<file path="src/rtl/mon_rx_pkg.sv">
package mon_rx_pkg;
    typedef enum logic [2:0] {
        S_IDLE = 3'd0,
        S_WAIT = 3'd1,
        S_ACK  = 3'd2,
        S_ABT1 = 3'd3,
        S_ABT2 = 3'd4
    } mon_state_t;
endpackage

</file>
<file path="src/rtl/mon_e_edge.sv">
module mon_e_edge (
    input  logic clk,
    input  logic rst_n,
    input  logic slot_stb,
    input  logic rx_e,
    output logic e_fall
);
    logic e_last;

    // E history is sampled only on the slot strobe; idle level is high
    always_ff @(posedge clk or negedge rst_n) begin
        if (!rst_n)
            e_last <= 1'b1;
        else if (slot_stb)
            e_last <= rx_e;
    end

    assign e_fall = slot_stb & e_last & ~rx_e;
endmodule

</file>
<file path="src/rtl/mon_hs_fsm.sv">
module mon_hs_fsm
    import mon_rx_pkg::*;
(
    input  logic       clk,
    input  logic       rst_n,
    input  logic       slot_stb,
    input  logic       mode_mon,
    input  logic       abort_cmd,
    input  logic       e_fall,
    input  logic       rx_e,
    input  logic       buf_full,
    output logic       store_req,
    output logic       tx_a,
    output mon_state_t state_o
);
    mon_state_t state, nxt;

    always_ff @(posedge clk or negedge rst_n) begin
        if (!rst_n)
            state <= S_IDLE;
        else
            state <= nxt;
    end

    always_comb begin
        nxt       = state;
        store_req = 1'b0;
        if (slot_stb) begin
            if (!mode_mon) begin
                nxt       = S_IDLE;
                store_req = ~buf_full;
            end else if (abort_cmd) begin
                nxt = S_ABT1;
            end else begin
                unique case (state)
                    S_IDLE, S_ACK: begin
                        if (e_fall) begin
                            if (!buf_full) begin
                                store_req = 1'b1;
                                nxt       = S_ACK;
                            end else begin
                                nxt = S_WAIT;
                            end
                        end else begin
                            nxt = S_IDLE;
                        end
                    end
                    S_WAIT: begin
                        if (rx_e) begin
                            nxt = S_IDLE;
                        end else if (!buf_full) begin
                            store_req = 1'b1;
                            nxt       = S_ACK;
                        end
                    end
                    S_ABT1:  nxt = S_ABT2;
                    S_ABT2:  nxt = S_IDLE;
                    default: nxt = S_IDLE;
                endcase
            end
        end
    end

    always_comb begin
        tx_a = 1'b1;
        if (mode_mon && state == S_ACK)
            tx_a = 1'b0;
    end

    assign state_o = state;


    state_hold_chk: assert property (@(posedge clk) disable iff (!rst_n)
        !slot_stb |=> $stable(state));


    abort_entry_chk: assert property (@(posedge clk) disable iff (!rst_n)
        (slot_stb && mode_mon && abort_cmd) |=> (state == S_ABT1));


    ack_one_frame_chk: assert property (@(posedge clk) disable iff (!rst_n)
        (slot_stb && state == S_ACK) |=> (state != S_ACK));
endmodule

</file>
<file path="src/rtl/mon_rx_bd.sv">
module mon_rx_bd #(
    parameter int W = 8
) (
    input  logic         clk,
    input  logic         rst_n,
    input  logic         store,
    input  logic         host_ack,
    input  logic         irq_en,
    input  logic [W-1:0] rx_byte,
    input  logic         rx_a,
    input  logic         rx_e,
    output logic [W-1:0] bd_byte,
    output logic         bd_a,
    output logic         bd_e,
    output logic         bd_full,
    output logic         irq
);
    always_ff @(posedge clk or negedge rst_n) begin
        if (!rst_n) begin
            bd_byte <= '0;
            bd_a    <= 1'b1;
            bd_e    <= 1'b1;
            bd_full <= 1'b0;
        end else if (store) begin
            bd_byte <= rx_byte;
            bd_a    <= rx_a;
            bd_e    <= rx_e;
            bd_full <= 1'b1;
        end else if (host_ack) begin
            bd_full <= 1'b0;
        end
    end

    assign irq = bd_full & irq_en;


    no_overflow_chk: assert property (@(posedge clk) disable iff (!rst_n)
        store |-> !bd_full);


    ack_clears_chk: assert property (@(posedge clk) disable iff (!rst_n)
        (host_ack && !store) |=> !bd_full);
endmodule

</file>
<file path="src/rtl/mon_rx_ctrl.sv">
module mon_rx_ctrl
    import mon_rx_pkg::*;
#(
    parameter int W = 8
) (
    input  logic         clk,
    input  logic         rst_n,
    input  logic         mode_mon,
    input  logic         irq_en,
    input  logic         slot_stb,
    input  logic [W-1:0] rx_byte,
    input  logic         rx_a,
    input  logic         rx_e,
    input  logic         abort_cmd,
    input  logic         host_ack,
    output logic [W-1:0] bd_byte,
    output logic         bd_a,
    output logic         bd_e,
    output logic         bd_full,
    output logic         irq,
    output logic         tx_a
);
    logic       e_fall;
    logic       store_req;
    mon_state_t hs_state;

    mon_e_edge u_edge (
        .clk      (clk),
        .rst_n    (rst_n),
        .slot_stb (slot_stb),
        .rx_e     (rx_e),
        .e_fall   (e_fall)
    );

    mon_hs_fsm u_fsm (
        .clk       (clk),
        .rst_n     (rst_n),
        .slot_stb  (slot_stb),
        .mode_mon  (mode_mon),
        .abort_cmd (abort_cmd),
        .e_fall    (e_fall),
        .rx_e      (rx_e),
        .buf_full  (bd_full),
        .store_req (store_req),
        .tx_a      (tx_a),
        .state_o   (hs_state)
    );

    mon_rx_bd #(.W(W)) u_bd (
        .clk      (clk),
        .rst_n    (rst_n),
        .store    (store_req),
        .host_ack (host_ack),
        .irq_en   (irq_en),
        .rx_byte  (rx_byte),
        .rx_a     (rx_a),
        .rx_e     (rx_e),
        .bd_byte  (bd_byte),
        .bd_a     (bd_a),
        .bd_e     (bd_e),
        .bd_full  (bd_full),
        .irq      (irq)
    );


    bd_hold_chk: assert property (@(posedge clk) disable iff (!rst_n)
        !slot_stb |=> ($stable(bd_byte) && $stable(bd_a) && $stable(bd_e)));


    full_keep_chk: assert property (@(posedge clk) disable iff (!rst_n)
        (bd_full && !host_ack) |=> ($stable(bd_byte) && bd_full));


    full_rise_chk: assert property (@(posedge clk) disable iff (!rst_n)
        $rose(bd_full) |-> $past(slot_stb));


    abort_quiet_chk: assert property (@(posedge clk) disable iff (!rst_n)
        (mode_mon && (hs_state == S_ABT1 || hs_state == S_ABT2)) |-> (tx_a && !store_req));
endmodule

</file>
<file path="config.mk">
export PLATFORM = sky130hd
export DESIGN_NAME = mon_rx_ctrl
export DESIGN_NICKNAME = d
export VERILOG_FILES = /design/src/rtl/mon_rx_pkg.sv /design/src/rtl/mon_e_edge.sv /design/src/rtl/mon_hs_fsm.sv /design/src/rtl/mon_rx_bd.sv /design/src/rtl/mon_rx_ctrl.sv
export SDC_FILE = /design/constraint.sdc
export NUM_CORES = 1
export LEC_CHECK = 0
export BUFFER_PORTS_ARGS = -buffer_cell sky130_fd_sc_hd__buf_2
export CAP_MARGIN = 20
export CORE_MARGIN = 3
export CORE_UTILIZATION = 38
export CTS_CLUSTER_DIAMETER = 200
export CTS_CLUSTER_SIZE = 12
export DETAILED_ROUTE_END_ITERATION = 6
export GPL_ROUTABILITY_DRIVEN = 0
export GPL_TIMING_DRIVEN = 0
export PLACE_DENSITY_LB_ADDON = 0.2
export SETUP_SLACK_MARGIN = 0.15
export SLEW_MARGIN = 20
export SYNTH_ARGS = -nofsm -noshare
export SYNTH_HDL_FRONTEND = slang
export SYNTH_SLANG_ARGS = --single-unit
</file>
<file path="constraint.sdc">
create_clock -name clk -period 3.22 [get_ports clk]
set_input_delay 0.644 -clock clk [delete_from_list [all_inputs] [get_ports clk]]
set_output_delay 0.644 -clock clk [all_outputs]
set_load 0.02 [all_outputs]
</file>
==> results.tsv <==
metric	value	unit
run status	complete, no violations	
Starting Density	43.5	%
setup violators final	0	
Synth Area per Inst	13.9	sq um
Setup CP Type	reg2out	
Layout area overhead	28.4	%
Sw Ratio	31.9	%
worst slew pin tran	0.615	ns
clk sinks	15	
Yosys top cell area share	42.4	%
Slew headroom	58.5	%
met3 WL	140	um
RSZ-0062 raised after global routing	no	
GR Overflow Total	0	
max_cap viols	0	
fin crit period	1.84	ns
Async SR Flop Fraction	100	%
DIE HEIGHT	49.2	um
Fin Clk Skew	0.00977	ns
Flop pwr share	47.3	%
EDFF count, synth	0	
final WL	1360	um
Slew Limit Fails	0	
Critical Path AT	1.19	ns
post-cts hold buffer count	0	
DRT iter0 DRCs	9	
Worst-Skew Late Latency	0.29	ns
Layout Nets	102	
Routed Antenna Nets	0	
Syn Nets	68	
largest net degree at the start of global routing	16	
clock root buffer	clkbuf_4	
Post-CTS Setup Inserts	0	
nature of the critical path endpoint	output port	
Die X	49.2	um
DR pass1 iterations	5	
TNS Setup	0	ns
DRC	0	
CTS max path bufs	2	
met2 routed WL	628	um
Core Area	1630	sq um
Peak VDD IR	0.285	mV
pwr dens	590	nW/um^2
gr usage total	13.0	%
Max Fclk	544	MHz
Clock transition at path regs	0.09	ns
leading area contributor after synthesis	dfrtp_1	
io pins	30	
total power	0.537	mW
n_diodes	0	
Lkg Pwr	0.445	nW
routed via count	524	
P_sw	0.171	mW
top-count cell post-synth	dfrtp_1	
period utilisation layout	57.0	%
Resized Gates After CTS	0	
FP Rows	14	
Post-DP HPWL	1030	um
mean number of vias per cell	4.85	
synthesized instance count	51	
CTS tree	yes	
full die area	2420	sq um
Logic pwr share	32.8	%
htree depth	1	
worst-path maximum fanout	5	
global-route wire length before repair	2460	um
Num CTS Buffers	3	
Metal-1 WL	581	um
library cells used by synthesis	25	
initial antenna violation count	0	
top cells by area, synth	dfrtp_1, mux2_4, dfstp_2	
Seq/Total Area, Yosys	53.5	%
Clk network pwr share	19.9	%
Yosys warning count	0	
R2R depth	5	
number of global-route vias before repair	551	
Internal	0.365	mW
DR top layer	met4	
Main synth FF type	dfrtp_1	
type of origin of the critical path	register	
I/O Buffers	29	
critical path required time	2.58	ns
fillers	168	
Final Hold Fails	0	
synth cell count leaders	dfrtp_1, mux2_4, dfstp_2	
mapped cell area	708	sq um
worst hold path class	in2async	
share of cells above drive strength 1	58.3	%
FF+latch count, synth	15	
WL per Instance	12.6	um
==> cells in the final DEF (no fill, tap or decap), types with 2 or more instances in the layout <==
| cell type | netlist | layout |
|---|---|---|
| buf_2 | 0 | 29 |
| dfrtp_1 | 12 | 12 |
| mux2_4 | 9 | 9 |
| clkbuf_4 | 0 | 3 |
| dfstp_2 | 3 | 3 |
| inv_1 | 2 | 2 |
| nand2b_1 | 2 | 2 |
| o41ai_1 | 2 | 2 |
| mux2_2 | 2 | 2 |
| o21ai_0 | 2 | 2 |
==> cell families (layout without fill, tap and decap cells) <==
logic type / count (synthesis) / in the layout / share of synthesized area, %
AO/OA/AOI/OAI: 10 / 10 / 10.2
buffers and inverters: 3 / 36 / 2.65
flip-flops: 15 / 15 / 53.5
multiplexers: 12 / 12 / 23.7
AND/OR/NAND/NOR: 11 / 11 / 9.89
==> flip-flops by register name, indices dropped and copies added, names as in the netlist <==
name,count
u_bd.bd_byte,8
u_bd.bd_a,1
u_bd.bd_full,1
u_fsm.state_o,3
u_bd.bd_e,1
u_edge.e_last,1
==> final timing paths <==
check | start | end | slack (ns)
setup reg to reg | u_fsm.state_o[1] | u_bd.bd_byte[6] | 1.44
min in group clk | u_bd.bd_byte[1] | u_bd.bd_byte[1] | 0.51
hold reg to reg | u_bd.bd_byte[1] | u_bd.bd_byte[1] | 0.51
max in group asynchronous | rst_n | u_edge.e_last | 2.68
hold / removal | rst_n | u_fsm.state_o[0] | 0.24
setup / recovery | u_fsm.state_o[2] | tx_a | 1.38
==> cell type report <==
class	count	area (sq um)	share of cell area, %
Timing Repair Buffer	29	145	16.0
Sequential cell	15	379	41.7
Tap cell	24	30.0	3.30
Multi-Input combinational cell	33	310	34.1
Clock buffer	4	26.3	2.89
Inverter	2	7.51	0.825
Buffer	1	11.3	1.24
==> power by group through the flow <==
stage	combinational, mW	clock, mW	sequential, mW
finish	0.176	0.107	0.254
global placement	0.176	0	0.255
floorplan	0.0742	0	0.298
global route	0.191	0.122	0.260
detailed placement	0.178	0	0.257
CTS	0.179	0.113	0.254
==> critical path: stages, from the launching register on <==
cell and delay (ns):
dfrtp_1 0.43, nand3b_1 0.19, nand2b_1 0.14, buf_2 0.15
==> stage by stage <==
step / worst slack [ns] / area [sq um] / util (%) / hold WS [ns] / instances
6_report: 1.38 / 910 / 55.8 / 0.238 / 108
5_1_grt: 1.30 / 910 / 55.8 / 0.254 / 108
4_1_cts: 1.37 / 910 / 55.8 / 0.245 / 108
3_5_place_dp: 1.11 / 883 / 54.2 / 0.493 / 104
3_3_place_gp: 1.14 / 883 / 54.2 / 0.485 / 104
2_1_floorplan: 1.37 / 708 / - / 0.348 / 51
==> routing by layer <==
metal  track usage, %  vias to the layer above
li1                 -                      252
met4             2.84                        0
met3             5.81                        2
met1             16.9                      242
met5                0                        -
met2             19.6                       28
Note: power is estimated with default switching activity, not from simulation.
